$ cat src/rtl/lemc_pkg.sv
package lemc_pkg;

  // Strobes from control to the counter datapath
  typedef struct packed {
    logic loadOffset;  // realign: load the programmed offset
    logic clearCount;  // reinit: force the counter to zero
  } lemc_strobe_t;

endpackage

$ cat src/rtl/lemc_ctrl.sv
module lemc_ctrl
  import lemc_pkg::*;
(
  input  logic         clk,
  input  logic         rstN,
  input  logic         sysrefIn,
  input  logic         armSet,
  input  logic         alwaysOn,
  input  logic         reinitReq,
  input  logic         phaseOk,
  output lemc_strobe_t strobe,
  output logic         armState,
  output logic         seenEdge,
  output logic         periodErr,
  output logic         reinitPend
);

  logic prevSys;
  logic armBit;
  logic seenBit;
  logic refValid;
  logic errPulse;
  logic reqBit;
  logic rise;
  logic takeEdge;

  assign rise     = sysrefIn & ~prevSys;
  // a pending reinit owns this cycle; edges in it are dropped
  assign takeEdge = rise & (armBit | alwaysOn) & ~reqBit;

  always_comb begin
    strobe            = '0;
    strobe.loadOffset = takeEdge;
    strobe.clearCount = reqBit;
  end

  always_ff @(posedge clk or negedge rstN) begin
    if (!rstN) begin
      prevSys  <= 1'b0;
      armBit   <= 1'b1;
      seenBit  <= 1'b0;
      refValid <= 1'b0;
      errPulse <= 1'b0;
      reqBit   <= 1'b0;
    end else begin
      prevSys <= sysrefIn;
      reqBit  <= reinitReq;

      if (armSet)        armBit <= 1'b1;
      else if (takeEdge) armBit <= 1'b0;

      if (takeEdge) seenBit <= 1'b1;

      if (reqBit || !alwaysOn) refValid <= 1'b0;
      else if (takeEdge)       refValid <= 1'b1;

      errPulse <= takeEdge & alwaysOn & refValid & ~phaseOk;
    end
  end

  assign armState   = armBit;
  assign seenEdge   = seenBit;
  assign periodErr  = errPulse;
  assign reinitPend = reqBit;

endmodule

$ cat src/rtl/lemc_datapath.sv
module lemc_datapath
  import lemc_pkg::*;
#(
  parameter int EMB_COUNT = 2,
  localparam int PERIOD   = EMB_COUNT * 32,
  localparam int CW       = $clog2(PERIOD)
) (
  input  logic          clk,
  input  logic          rstN,
  input  lemc_strobe_t  strobe,
  input  logic [CW-1:0] offsetVal,
  output logic [CW-1:0] lemcCount,
  output logic          lemcWrap,
  output logic          phaseOk
);

  localparam logic [CW-1:0] LAST = CW'(PERIOD - 1);

  logic [CW-1:0] countQ;
  logic          wrapQ;
  logic [CW-1:0] nextFree;
  logic [CW-1:0] loadVal;

  assign nextFree = (countQ == LAST) ? '0 : countQ + 1'b1;
  assign loadVal  = (offsetVal > LAST) ? '0 : offsetVal;
  // edge lands where the free-running counter would have put it anyway
  assign phaseOk  = (nextFree == loadVal);

  always_ff @(posedge clk or negedge rstN) begin
    if (!rstN) begin
      countQ <= '0;
      wrapQ  <= 1'b0;
    end else if (strobe.clearCount) begin
      countQ <= '0;
      wrapQ  <= 1'b0;
    end else if (strobe.loadOffset) begin
      countQ <= loadVal;
      wrapQ  <= 1'b0;
    end else begin
      countQ <= nextFree;
      wrapQ  <= (countQ == LAST);
    end
  end

  assign lemcCount = countQ;
  assign lemcWrap  = wrapQ;

endmodule

$ cat src/rtl/lemc_align.sv
module lemc_align
  import lemc_pkg::*;
#(
  parameter int EMB_COUNT = 2,
  localparam int PERIOD   = EMB_COUNT * 32,
  localparam int CW       = $clog2(PERIOD)
) (
  input  logic          clk,
  input  logic          rstN,
  input  logic          sysrefIn,
  input  logic          armSet,
  input  logic          alwaysOn,
  input  logic [CW-1:0] offsetVal,
  input  logic          reinitReq,
  output logic [CW-1:0] lemcCount,
  output logic          lemcWrap,
  output logic          armState,
  output logic          detPending,
  output logic          periodErr,
  output logic          markerGate,
  output logic          reinitPend
);

  lemc_strobe_t strobe;
  logic         phaseOk;
  logic         seenEdge;

  lemc_ctrl u_ctrl (
    .clk        (clk),
    .rstN       (rstN),
    .sysrefIn   (sysrefIn),
    .armSet     (armSet),
    .alwaysOn   (alwaysOn),
    .reinitReq  (reinitReq),
    .phaseOk    (phaseOk),
    .strobe     (strobe),
    .armState   (armState),
    .seenEdge   (seenEdge),
    .periodErr  (periodErr),
    .reinitPend (reinitPend)
  );

  lemc_datapath #(.EMB_COUNT(EMB_COUNT)) u_dp (
    .clk       (clk),
    .rstN      (rstN),
    .strobe    (strobe),
    .offsetVal (offsetVal),
    .lemcCount (lemcCount),
    .lemcWrap  (lemcWrap),
    .phaseOk   (phaseOk)
  );

  assign markerGate = seenEdge;
  assign detPending = ~seenEdge;

endmodule

$ cat config.mk
export PLATFORM = sky130hd
export DESIGN_NAME = lemc_align
export DESIGN_NICKNAME = d
export VERILOG_FILES = /design/src/rtl/lemc_pkg.sv /design/src/rtl/lemc_ctrl.sv /design/src/rtl/lemc_datapath.sv /design/src/rtl/lemc_align.sv
export SDC_FILE = /design/constraint.sdc
export NUM_CORES = 1
export LEC_CHECK = 0
export BUFFER_PORTS_ARGS = -buffer_cell sky130_fd_sc_hd__buf_2
export CAP_MARGIN = 20
export CORE_MARGIN = 2
export CORE_UTILIZATION = 45
export DETAILED_ROUTE_END_ITERATION = 10
export PLACE_DENSITY = 0.72
export SYNTH_ARGS = -nofsm -noshare
export SYNTH_HDL_FRONTEND = slang
export SYNTH_HIERARCHICAL = 1
export SYNTH_SLANG_ARGS = --single-unit
$ cat constraint.sdc
create_clock -name clk -period 2.6 [get_ports clk]
set_input_delay 0.26 -clock clk [delete_from_list [all_inputs] [get_ports clk]]
set_output_delay 0.26 -clock clk [all_outputs]
set_load 0.01 [all_outputs]
; Word level (Yosys, flattened, before mapping)
; Index checks and enable logic that the tools add are counted.
[classes]
mux = 10
div_mod_pow = 0
mul = 0
order_cmp = 1
bitwise_logic = 11
n_eq_ne = 2
n_shift = 0
n_addsub = 1
n_reduce_logical = 4
[ops]
columns = cell, n
row1 = $mux 6, 4
row2 = $add 6x1->6 const B, 1
row3 = $and 1x1->1, 6
row4 = $eq 6x6->1, 1
row5 = $eq 6x6->1 const B, 1
row6 = $gt 6x6->1 const B, 1
row7 = $mux 1, 6
row8 = $not 1->1, 4
row9 = $reduce_bool 2->1, 2
row10 = $logic_not 1->1, 1
row11 = $logic_or 1x1->1, 1
row12 = $or 1x1->1, 1
[word_totals]
mem_count = 0
inputBits = 12
output_inout_bits = 12
ram_bits = 0
mem_bits_ro = 0
latch_bits = 0
ff_bits = 13
wordCells = 37

; Logic depth before layout (Yosys ltp)
[depth]
ltp_word = 7
ltp_mapped = 7
depth_no_buf = 7

; Cells and area by module
; Netlist, hierarchy kept.
[by_module_without_submodules]
columns = module, seq_area_each_um2, area_per_inst_um2, n_inst, cells_per_inst
row1 = lemc_datapath, 175.2, 499.2, 1, 56
row2 = lemc_ctrl, 151.4, 234.0, 1, 18
row3 = lemc_align, 0.0, 3.8, 1, 1

; Least setup slack after synthesis
; No wires, ideal clock.
[synth_timing]
kind = reg-to-reg
from = register u_dp.countQ[0], in the netlist u_dp/lemcCount[0]
to = register u_ctrl.errPulse, in the netlist u_ctrl/periodErr
setup_time_ns = 0.117
period_less_slack_ns = 1.899
n_path_buf = 0
stages_incl_launch_ff = 8
arrival_time_ns = 1.782
t_required_ns = 2.483
path_slack_ns = 0.701
path_cell_list = dfrtp_1 > ha_1 > nand3_2 > a221oi_2 > o21ai_1 > a2111oi_2 > o221a_1 > nor3_2
[synth_via]
elab_chain_cells = 5
word_cells_on_any_way = 6
cone_classes = add/sub: 1 / eq/ne: 2 / mux: 1 / bitwise: 2
[synth_rtl]
columns = element, line_no
row1 = start: declaration, lemc_datapath.sv:19  ; logic [CW-1:0] countQ;
row2 = start signal: assignment, lemc_datapath.sv:37  ; countQ <= loadVal;
row3 = start signal: assignment, lemc_datapath.sv:40  ; countQ <= nextFree;
row4 = $add 6x1->6 or $eq 6x6->1 (tied branches), lemc_datapath.sv:24  ; assign nextFree = (countQ == LAST) ? '0 : countQ + 1'b1;
row5 = $mux 6 (*), lemc_datapath.sv:24
row6 = $eq 6x6->1 (*), lemc_datapath.sv:27  ; assign phaseOk = (nextFree == loadVal);
row7 = via phaseOk, lemc_align.sv:25  ; logic phaseOk;
row8 = $not 1->1 (*), lemc_ctrl.sv:57  ; errPulse <= takeEdge & alwaysOn & refValid & ~phaseOk;
row9 = $and 1x1->1 (*), lemc_ctrl.sv:57
row10 = end signal: assignment, lemc_ctrl.sv:57
row11 = end: declaration, lemc_ctrl.sv:22  ; logic errPulse;
; The timed path passes the listed nets; every way through them passes the cells marked *.
; A chain may end at the register's enable or synchronous reset.

; Worst setup path in the final report
; Ends and elaborated chain as after synthesis.

==> flow_metrics.py <==
metrics = {
    "outcome": {
        "outcome": "completed",
    },
    "logic_synthesis": {
        "post_synth_main_area_contributors": "dfrtp_1, nor2_1, xor2_1, dfstp_2, nand3_1",
        "number_of_different_library_cells_in_the_post_synthesis_netlist": 34,
        "synth_largest_area_cell": "dfrtp_1",
        "postSynthNetCount": 88,
        "synth-seq-cells": 13,
        "synth_sequential_area_ratio": 0.4431,
        "synth.cell_area_um2": 737.0,
        "synth_edf_count": 0,
        "synth_ff_type": "dfrtp_1",
        "synth_top_area_frac": 0.4075,
        "syn_avg_cell_area_um2": 9.826,
        "post_synth_arst_share": 1.000,
        "yosys_warnings": 6,
        "syn-instance-count": 75,
    },
    "clock_network": {
        "clockRootBuffer": "clkbuf_4",
        "clockBufferDepth": 2,
        "cts_post_setup_buffers_inserted": 0,
        "clock_latency_ns": 0.27,
        "clkSlewWorstSetupHoldPaths_ns": 0.07,
        "number_of_buffers_inserted_by_hold_repair_at_cts": 1,
        "cts-htree-levels": 1,
        "ctsResizeCount": 0,
        "cts-buffers-inserted": 3,
        "cts.sinks": 13,
        "tritoncts": "built",
    },
    "die": {
        "core-area_um2": 1524,
        "die_height_um": 44.47,
        "die_w_um": 44.47,
        "placement_rows": 14,
        "initial_util": 0.4836,
        "die_area_um2": 1978,
        "boundaryPins": 24,
    },
    "global_route": {
        "grt_overflow": 0,
        "initial_antenna_violation_count": 0,
        "grt_start_max_net_pins": 14,
        "grt_pass1_vias": 621,
        "grt_pass1_wl_um": 2642,
        "groute.usage.overall": 0.1822,
    },
    "min_path": {
        "hold_path.startpoint": "reinitReq",
        "worstHoldPathType": "primary input to flip-flop",
    },
    "drt": {
        "drt_wl_total_um": 1552,
        "routedWlPerCell_um": 13.38,
        "route.antenna.remaining_nets": 0,
        "detailroute.via_count": 673,
        "drtPass1Iterations": 4,
        "vias_per_cell": 5.802,
        "drt_iter0_markers": 10,
        "post-route-drc-count": 0,
    },
    "worst_setup_path": {
        "number_of_buffers_and_inverters_on_the_critical_path": 0,
        "crit_path_max_fanout": 7,
        "timing.critical_path.to_type": "flip-flop",
        "critical_path.startpoint_type": "flip-flop",
        "rr_startpoint": "u_dp/lemcCount[0]",
        "critical_path.cell_chain": "ha_1, nand3_2, a221oi_2, o21ai_1, a2111oi_2, o221a_1, nor3_2",
        "worst_path_dominant_cell_family": "compound AO/OA/AOI/OAI gates",
        "timing_worst_setup_path_type": "flip-flop to flip-flop",
        "cp_slowest_stage_delay_ns": 0.48,
        "arrival_worst_endpoint_ns": 2.26,
        "crit_required_ns": 2.77,
        "timing.critical_path.slowest_stage_cell": "dfrtp_1",
        "startpoint": "u_dp/lemcCount[0]",
    },
    "sta": {
        "final.period_utilization": 0.8048,
        "grt_setup_unrepaired": "false",
        "finalHoldWorstSlack_ns": 0.08972,
        "fin_worst_skew_ns": 0.0002535,
        "timing.final.crit_period_ns": 2.093,
        "slew_headroom": 0.7679,
        "postLayoutSetupSlackWorst_ns": 0.5074,
        "slew_viol_final": 0,
        "fmax_mhz": 477.9,
        "tns_ns": 0,
        "worst-slew-pin-transition_ns": 0.3470,
        "setup-violations-final": 0,
        "finalHoldViolations": 0,
    },
    "pwr": {
        "cell_internal_pwr_mw": 0.3087,
        "p_total_mw": 0.4260,
        "powerDensity_nw_per_um2": 478.8,
        "p_seq_frac": 0.535,
        "netSwitchingFraction": 0.2754,
        "peakVddDrop_mv": 0.3098,
        "share_clk_of_total_power": 0.281,
        "power.combinational.fraction": 0.185,
        "switching_power_mw": 0.1173,
        "power.static_leakage_nw": 0.4455,
    },
    "final_layout": {
        "design.final.nets": 114,
        "area_growth_syn_to_layout_pct": 20.71,
        "multiInputGateArea_um2": 369.1,
        "layout_common_cells": "buf_2, dfrtp_1, nor2_1",
        "n_fill_cell": 137,
        "diodes": 0,
        "sequential_cell_area_um2": 326.6,
        "drive_above_1_share": 0.3500,
        "leading_cell_type_in_the_layout_fill_and_taps_excluded": "buf_2",
    },
    "placed_design": {
        "gpl.final_weighted_congestion": 0.8565,
        "detailed_place_hpwl_um": 1149,
        "number_of_buffer_cells_added_on_primary_ports": 23,
        "dp_worst_setup_slack_ns": 0.5553,
    },
    "run": {
        "timing.max_cap.violations": 0,
    },
}
## cells by family after synthesis
| kind of cell | synth area share |
|---|---|
| simple gates | 0.2173 |
| compound gates | 0.1817 |
| buf+inv | 0.05601 |
| fa+ha+maj | 0.01698 |
| xor+xnor | 0.07131 |
| mux | 0.01358 |
| flops | 0.4431 |
## synthesized netlist by cell type, drive strengths merged (2+ instances only)
master,count
a21oi,4
and3,3
buf,3
dfrtp,12
inv,4
nand3,6
nor2,10
nor2b,2
nor3,5
o21ai,3
xnor2,2
xor2,4
## area by class of cell
class                           instances  area share
Multi-Input combinational cell         54      0.4149
Sequential cell                        13      0.3671
Timing Repair Buffer                   25      0.1491
Clock buffer                            4     0.02954
Tap cell                               16     0.02250
Inverter                                4     0.01688
## sequential cells by signal (all words and copies together) (netlist names)
signal	cells
u_dp/lemcWrap	1
u_dp/lemcCount	6
u_ctrl/armState	1
u_ctrl/prevSys	1
u_ctrl/reinitPend	1
u_ctrl/periodErr	1
u_ctrl/seenEdge	1
u_ctrl/refValid	1
## final timing paths
check / depth (start not counted) / slack (ns) / endpoint
setup reg to reg: 7 / 0.51 / u_ctrl/periodErr
min in group asynchronous: 2 / 0.40 / u_dp/lemcCount[2]
setup / recovery: 7 / 0.51 / u_ctrl/periodErr
hold reg to reg: 1 / 0.50 / u_ctrl/seenEdge
max in group asynchronous: 2 / 1.92 / u_ctrl/armState
hold / removal: 1 / 0.09 / u_ctrl/reinitPend
## power groups by stage
| stage | logic (mW) | registers [mW] | clock network [mW] |
|---|---|---|---|
| after floorplan | 0.0495 | 0.229 | 0 |
| after global placement | 0.0763 | 0.230 | 0 |
| after detailed placement | 0.0773 | 0.231 | 0 |
| after CTS | 0.0788 | 0.227 | 0.125 |
| after global routing | 0.0884 | 0.229 | 0.136 |
| final | 0.0787 | 0.228 | 0.120 |
## layer usage
layer / wire length (um) / track usage
met1: 688 / 0.2128
met2: 743 / 0.3159
met3: 111 / 0.06531
met4: 8 / 0.04242
met5: 0 / 0
## stage by stage
step	instance area [um^2]	util	std cells
global route	889.6	0.5837	116
finish	889.6	0.5837	116
global placement	853.3	0.5599	111
detailed placement	853.3	0.5599	111
floorplan	737.0	-	75
CTS	889.6	0.5837	116
(Power assumes the default switching activity.)
